--- src/rtl/smbus_host_ctl.sv ---
module smbus_host_ctl #(
  parameter int AW = 4,
  parameter int CW = 6
) (
  input  logic          clk,
  input  logic          rst_n,
  input  logic          reg_wr,
  input  logic          reg_rd,
  input  logic [AW-1:0] reg_addr,
  input  logic [7:0]    reg_wdata,
  output logic [7:0]    reg_rdata,
  input  logic          alert_in,
  output logic          eng_req,
  output logic [2:0]    eng_op,
  output logic [7:0]    eng_wbyte,
  input  logic          eng_done,
  input  logic          eng_nack,
  input  logic          eng_arb_lost,
  input  logic [7:0]    eng_rbyte
);
  localparam logic [AW-1:0] A_STS = AW'(0), A_CTL = AW'(2), A_CMD = AW'(3), A_ADR = AW'(4),
                            A_D0 = AW'(5), A_D1 = AW'(6), A_BLK = AW'(7), A_PEC = AW'(8),
                            A_AUXS = AW'(12), A_AUXC = AW'(13);
  localparam logic [2:0] P_QUICK = 3'd0, P_BYTE = 3'd1, P_BDATA = 3'd2, P_WORD = 3'd3,
                         P_BLOCK = 3'd5, P_I2C = 3'd6;
  localparam logic [2:0] OP_START = 3'd0, OP_STOP = 3'd1, OP_WR = 3'd2, OP_RACK = 3'd3, OP_RNACK = 3'd4;

  typedef enum logic [3:0] {S_IDLE, S_START, S_ADDR, S_CMD, S_CNT, S_WR,
                            S_RSTART, S_RADDR, S_RD, S_WAITBD, S_STOP} st_t;

  st_t st;
  logic [7:0] ctl, cmd, adr, d0, d1, blk, pec;
  logic [1:0] aux;
  logic f_bd, f_inuse, f_alert, f_fail, f_bus, f_dev, f_intr;
  logic [2:0] xp;
  logic xrd, idx, cnt_ph, err;
  logic [CW-1:0] left;

  wire busy     = (st != S_IDLE);
  wire wr_ctl   = reg_wr && (reg_addr == A_CTL);
  wire wr_sts   = reg_wr && (reg_addr == A_STS);
  wire sel_ok   = (reg_wdata[4:2] inside {P_QUICK, P_BYTE, P_BDATA, P_WORD, P_BLOCK, P_I2C});
  wire start_ok = wr_ctl && reg_wdata[6] && !busy && sel_ok;
  wire start_bad = wr_ctl && reg_wdata[6] && !busy && !sel_ok;
  wire kill     = busy && ctl[1];
  wire is_blk   = (xp == P_BLOCK) || (xp == P_I2C);

  assign eng_req = busy && (st != S_WAITBD) && !ctl[1];
  wire done_ok   = eng_req && eng_done;
  wire wr_nack   = done_ok && (eng_op == OP_WR) && eng_nack && !eng_arb_lost;
  wire rd_done   = done_ok && (st == S_RD) && !eng_arb_lost;

  always_comb begin
    case (st)
      S_START, S_RSTART: eng_op = OP_START;
      S_STOP:            eng_op = OP_STOP;
      S_RD: eng_op = ((xp == P_BYTE) || (xp == P_BDATA) || ((xp == P_WORD) && idx) ||
                      (is_blk && !cnt_ph && ctl[5])) ? OP_RNACK : OP_RACK;
      default:           eng_op = OP_WR;
    endcase
    case (st)
      S_ADDR:  eng_wbyte = ((xp == P_QUICK) || (xp == P_BYTE)) ? adr : {adr[7:1], 1'b0};
      S_CMD:   eng_wbyte = ((xp == P_I2C) && xrd) ? d1 : cmd;
      S_CNT:   eng_wbyte = d0;
      S_WR:    eng_wbyte = is_blk ? blk : (((xp == P_WORD) && idx) ? d1 : d0);
      S_RADDR: eng_wbyte = {adr[7:1], 1'b1};
      default: eng_wbyte = 8'h00;
    endcase
  end

  always_ff @(posedge clk) begin
    if (!rst_n) begin
      st <= S_IDLE; xp <= P_QUICK; xrd <= 1'b0; idx <= 1'b0; cnt_ph <= 1'b0; err <= 1'b0; left <= '0;
    end else if (kill) begin
      st <= S_IDLE;
    end else if (start_ok) begin
      st <= S_START; xp <= reg_wdata[4:2]; xrd <= adr[0]; idx <= 1'b0; err <= 1'b0;
      cnt_ph <= (reg_wdata[4:2] == P_BLOCK) && adr[0];
      left <= d0[CW-1:0];
    end else if (done_ok) begin
      if (st == S_STOP) st <= S_IDLE;
      else if (eng_arb_lost || ((eng_op == OP_WR) && eng_nack)) begin
        st <= S_STOP; err <= 1'b1;
      end else begin
        case (st)
          S_START:  st <= S_ADDR;
          S_RSTART: st <= S_RADDR;
          S_RADDR:  st <= S_RD;
          S_ADDR: begin
            if (xp == P_QUICK) st <= S_STOP;
            else if ((xp == P_BYTE) && xrd) st <= S_RD;
            else st <= S_CMD;
          end
          S_CMD: begin
            if (xp == P_BYTE) st <= S_STOP;
            else if (xrd) st <= S_RSTART;
            else if (xp == P_BLOCK) st <= S_CNT;
            else if ((xp == P_I2C) && (left == '0)) st <= S_STOP;
            else st <= S_WR;
          end
          S_CNT: st <= (left == '0) ? S_STOP : S_WR;
          S_WR: begin
            if (is_blk) begin
              left <= left - 1'b1;
              st <= (left == CW'(1)) ? S_STOP : S_WAITBD;
            end else if ((xp == P_WORD) && !idx) idx <= 1'b1;
            else st <= S_STOP;
          end
          S_RD: begin
            if (is_blk) begin
              if (cnt_ph) cnt_ph <= 1'b0;
              else st <= (eng_op == OP_RNACK) ? S_STOP : S_WAITBD;
            end else if ((xp == P_WORD) && !idx) idx <= 1'b1;
            else st <= S_STOP;
          end
          default: st <= st;
        endcase
      end
    end else if ((st == S_WAITBD) && !f_bd) begin
      st <= xrd ? S_RD : S_WR;
    end
  end

  always_ff @(posedge clk) begin
    if (!rst_n) begin
      ctl <= '0; cmd <= '0; adr <= '0; d0 <= '0; d1 <= '0; blk <= '0; pec <= '0; aux <= '0;
    end else begin
      if (reg_wr) begin
        case (reg_addr)
          A_CTL:  ctl <= reg_wdata & 8'hBF;
          A_CMD:  cmd <= reg_wdata;
          A_ADR:  adr <= reg_wdata;
          A_D0:   d0  <= reg_wdata;
          A_D1:   d1  <= reg_wdata;
          A_BLK:  blk <= reg_wdata;
          A_PEC:  pec <= reg_wdata;
          A_AUXC: aux <= reg_wdata[1:0];
          default: ;
        endcase
      end
      if (rd_done) begin
        if (is_blk) begin
          if (cnt_ph) d0 <= eng_rbyte;
          else blk <= eng_rbyte;
        end else if ((xp == P_WORD) && idx) d1 <= eng_rbyte;
        else d0 <= eng_rbyte;
      end
    end
  end

  wire [7:0] clr = wr_sts ? reg_wdata : 8'h00;
  wire set_bd = done_ok && !eng_arb_lost && is_blk &&
                (((st == S_WR) && !eng_nack) || ((st == S_RD) && !cnt_ph));

  always_ff @(posedge clk) begin
    if (!rst_n) begin
      f_bd <= 1'b0; f_inuse <= 1'b0; f_alert <= 1'b0; f_fail <= 1'b0;
      f_bus <= 1'b0; f_dev <= 1'b0; f_intr <= 1'b0;
    end else begin
      f_bd    <= (f_bd    & ~clr[7]) | set_bd;
      f_inuse <= (f_inuse & ~clr[6]) | (reg_rd && (reg_addr == A_STS));
      f_alert <= (f_alert & ~clr[5]) | alert_in;
      f_fail  <= (f_fail  & ~clr[4]) | kill | start_bad;
      f_bus   <= (f_bus   & ~clr[3]) | (done_ok && eng_arb_lost);
      f_dev   <= (f_dev   & ~clr[2]) | wr_nack;
      f_intr  <= (f_intr  & ~clr[1]) | (done_ok && (st == S_STOP) && !err && !eng_arb_lost);
    end
  end

  always_comb begin
    case (reg_addr)
      A_STS:   reg_rdata = {f_bd, f_inuse, f_alert, f_fail, f_bus, f_dev, f_intr, busy};
      A_CTL:   reg_rdata = ctl;
      A_CMD:   reg_rdata = cmd;
      A_ADR:   reg_rdata = adr;
      A_D0:    reg_rdata = d0;
      A_D1:    reg_rdata = d1;
      A_BLK:   reg_rdata = blk;
      A_PEC:   reg_rdata = pec;
      A_AUXS:  reg_rdata = 8'h00;
      A_AUXC:  reg_rdata = {6'b0, aux};
      default: reg_rdata = 8'h00;
    endcase
  end

  AST_START_BUSY: assert property (@(posedge clk) disable iff (!rst_n)
    start_ok |=> (busy && eng_op == OP_START));
  AST_DONE_CLEAN: assert property (@(posedge clk) disable iff (!rst_n)
    $rose(f_intr) |-> $past(eng_op == OP_STOP && eng_done));
  AST_NACK_DEVERR: assert property (@(posedge clk) disable iff (!rst_n)
    wr_nack |=> (f_dev && st == S_STOP));
  AST_ARB_BUSERR: assert property (@(posedge clk) disable iff (!rst_n)
    (done_ok && eng_arb_lost) |=> f_bus);
  AST_KILL_STOPS: assert property (@(posedge clk) disable iff (!rst_n)
    kill |=> (!busy && f_fail && !eng_req));
  AST_BUSY_START_IGNORED: assert property (@(posedge clk) disable iff (!rst_n)
    (wr_ctl && reg_wdata[6] && busy && !ctl[1] && !eng_done && st != S_WAITBD) |=> $stable(st));
endmodule

--- config.mk ---
export PLATFORM = sky130hd
export DESIGN_NAME = smbus_host_ctl
export DESIGN_NICKNAME = d
export VERILOG_FILES = /design/src/rtl/smbus_host_ctl.sv
export SDC_FILE = /design/constraint.sdc
export NUM_CORES = 1
export LEC_CHECK = 0
export ABC_AREA = 1
export BUFFER_PORTS_ARGS = -buffer_cell sky130_fd_sc_hd__buf_2
export CAP_MARGIN = 20
export CORE_MARGIN = 2
export CORE_UTILIZATION = 35
export DETAILED_ROUTE_END_ITERATION = 6
export PLACE_DENSITY = 0.63
export SLEW_MARGIN = 5
export SYNTH_ARGS = -nofsm -noshare
export SYNTH_HDL_FRONTEND = slang
export SYNTH_SLANG_ARGS = --single-unit
--- constraint.sdc ---
create_clock -name clk -period 1.5 [get_ports clk]
set_input_delay 0.15 -clock clk [delete_from_list [all_inputs] [get_ports clk]]
set_output_delay 0.15 -clock clk [all_outputs]
set_load 0.02 [all_outputs]
==> summary.md <==
| Metric | Value |
|---|---|
| Status | `finished, violations left` |
| Failing checks | `setup timing` |
| Compound-Gate Fraction of Synth Area | `26.66%` |
| Post-synthesis mux area share | `0%` |
| Final setup viols | `61` |
| Pwr Density | `912.5 nW/um2` |
| Critical Path Start Type | `flop` |
| Clock-pin slew on the worst setup and hold paths | `70 ps` |
| Crit. End Element | `output port` |
| # DRC | `0` |
| Port Buffer Count | `47` |
| Clk_skew | `5.434 ps` |
| Yosys reg bits | `81` |
| WS Path Type | `reg -> out` |
| VDD IR max | `0.6187 mV` |
| Pre-CTS setup slack | `-237.8 ps` |
| Io pins | `48` |
| CTS buffer count | `9` |
| Max-slew headroom | `64.15%` |
| Drt wl/cell | `17.98 um` |
| CP required | `1350 ps` |
| Area of the mapped netlist | `4791 um2` |
| Clk sink count | `81` |
| Sequential fraction of the synthesis area | `33.85%` |
| Total GRT Usage | `26.28%` |
| Area growth, synth to finish | `63.57%` |
| Vias per std cell | `5.499` |
| Final Util | `58.94%` |
| Final total power | `7.151 mW` |
| Largest family of logic cells by synthesized area | `simple AND/OR/NAND/NOR gates` |
| Gpl congestion | `0.9821` |
| Starting Density | `36.03%` |
| Initial antenna violation count | `0` |
| Clock tree from TritonCTS | `done` |
| Hpwl dp | `14080 um` |
| Max Cap Viol | `0` |
| Clock Path Buffers | `2` |
| Unrepaired setup endpoints after global routing | `true` |
| Post-synthesis area per instance | `6.287 um2` |
| Clk root buf | `clkbuf_16` |
| FP Rows | `42` |
| Period utilization | `137.1%` |
| Synthesized Nets | `792` |
| Total Wirelength | `20330 um` |
| Initial DRC count | `640` |
| Gr ovfl total | `0` |
| Crit Path Max Fanout | `5` |
| Hold Crit Class | `in -> reg` |
| Area share of fa/ha/maj cells after synthesis | `0.5223%` |
| Final worst slack | `-556.8 ps` |
| Vias | `6219` |
| Clock insertion delay at the later pin of the skew report | `360 ps` |
| Unique masters post-synth | `34` |
| Post-synth top area cell | `dfxtp_1` |
| Vias in the first global route | `5576` |
| Worst-margin pin slew | `532.8 ps` |
| Post-Synth XOR/XNOR Area | `0.5484%` |
| Die area | `14640 um2` |
| Worst endpoint data arrival time | `1910 ps` |
| Die Y | `121.0 um` |
| Largest net degree at the start of global routing | `38` |
| Core area | `13300 um2` |
| Fin nets | `980` |
| Max Fclk | `486.2 MHz` |
| Gate Count Post-Synth | `762` |
| Simple-gate share of the synthesized area | `27.87%` |
| First-pass GRT wire length | `29480 um` |
| Die Width | `121.0 um` |
| Final Hold Viols | `0` |
| Post-synth top area share | `33.85%` |
| Syn. warnings | `0` |
| Ant diodes | `0` |
| Routed Antenna Nets | `0` |
| Pins Over Slew Limit | `0` |
| Synth area leaders | `dfxtp_1 34%, nand2_1 12%, o21ai_0 11%, a21oi_1 8.3%, inv_1 8.1%` |
| Leak pwr | `3.252 nW` |
| Fillers | `1137` |
| Final min period | `2057 ps` |
| Pre-antenna DRT Iters | `6` |
| CTS H-Tree Depth | `3` |
| Share of cells above drive strength 1 | `47.96%` |
-- state kept, by name, summed over array words and instances, names as in the netlist, 2 cells and up --
name,cells
d0,8
ctl,7
pec,8
adr,8
xp,3
st,4
aux,2
cmd,8
left,6
d1,8
blk,8
-- Yosys cell counts --
master and count:
a211o_1 3, a211oi_1 1, a21oi_1 79, a21oi_4 1, a221oi_1 11, a31oi_1 1, and2_1 1, buf_2 2
clkbuf_1 19, clkinv_1 2, clkinv_2 1, dfxtp_1 81, ha_1 2, inv_1 103, inv_2 5, inv_4 1
nand2_1 153, nand2_2 4, nand2_4 4, nand3_1 34, nand4_1 5, nor2_1 91, nor2_2 2, nor2_4 3
nor3_1 14, nor4_1 3, o2111ai_1 2, o211ai_1 8, o21ai_0 103, o221a_2 1, o221ai_1 5, o22ai_1 13
or2_2 1, xor2_1 3
-- cell type report --
class	instances	area, um2	area share (%)
Inverter	112	470.5	6.004
Multi-Input combinational cell	549	3555	45.36
Tap cell	176	220.2	2.810
Clock buffer	9	225.2	2.874
Timing Repair Buffer	197	1645	21.00
Clock inverter	7	52.55	0.6706
Sequential cell	81	1668	21.28
-- routing by layer --
metal,GRT usage (%),vias up,share of wire [%]
met2,41.15,352,47
li1,-,2926,-
met3,5.310,68,9.8
met5,0,-,0
met1,35.81,2873,40
met4,9.375,0,3.7
-- final timing paths --
kind         slack (ps)     start      endpoint  depth (start not counted)
max reg2reg        -470     st[3]         st[3]                         15
min                  20  alert_in       f_alert                          3
min reg2reg         460    pec[6]        pec[6]                          2
max                -560     xp[0]  eng_wbyte[3]                          9
-- power by group --
| group | total [mW] | switching, mW | internal, mW |
|---|---|---|---|
| clock | 2.13 | 0.994 | 1.14 |
| combinational | 2.67 | 1.51 | 1.15 |
| sequential | 2.35 | 0.115 | 2.24 |
| total | 7.15 | 2.62 | 4.53 |
-- worst max-delay path, stage by stage, from the launching register on --
cell and delay, ps:
dfxtp_4 390, inv_4 60, nand3_4 90, nand2_4 80
inv_2 80, nand2_4 60, o22ai_4 180, inv_2 90
o211ai_1 300, buf_4 210
-- cells by family (layout without fill, tap and decap cells) --
group	count (synthesis)	in the layout
and+or+nand+nor	315	316
AOI/OAI and AO/OA	228	228
buffers and inverters	133	325
DFF	81	81
xor gates and xnor gates	3	3
adders and majority gates	2	2
-- what timing repair did --
| action | 4_1_cts | 5_1_grt |
|---|---|---|
| hold buffers | 0 | 0 |
| endpoints found under the setup margin | 61 | 64 |
| setup buffers | 20 | 19 |
| pin swaps | 37 | 55 |
| gates resized for setup | 140 | 223 |
| hold endpoints to repair | 0 | 0 |
| cloned | 1 | 0 |
-- stage by stage --
| step | area [um2] | std cells | TNS (ps) | hold WS (ps) |
|---|---|---|---|---|
| floorplan | 4861 | 762 | -3159 | 280.9 |
| global placement | 6113 | 1076 | -8191 | 394.2 |
| detailed placement | 6113 | 1076 | -7576 | 392.9 |
| CTS | 6964 | 1113 | -8714 | 15.52 |
| global route | 7836 | 1131 | -18510 | 40.42 |
| finish | 7836 | 1131 | -14250 | 24.53 |
-- layout by cell type, fill, tap and decap left out, drive strengths merged --
master and count:
a221oi 11, dfxtp 81, a31oi 1, xor2 3, o221a 1, nand2 162, a21oi 80, a211o 3
nand4 5, o22ai 13, nand3 34, o21ai 103, nor3 14, or2 1, ha 2, nor2 96
o2111ai 2, nor4 3, clkinvlp 1, buf 197, inv 113, clkbuf 9, clkinv 5, o221ai 5
o211ai 8, a211oi 1, and2 1
No activity file was read; power rests on OpenSTA's default activity.
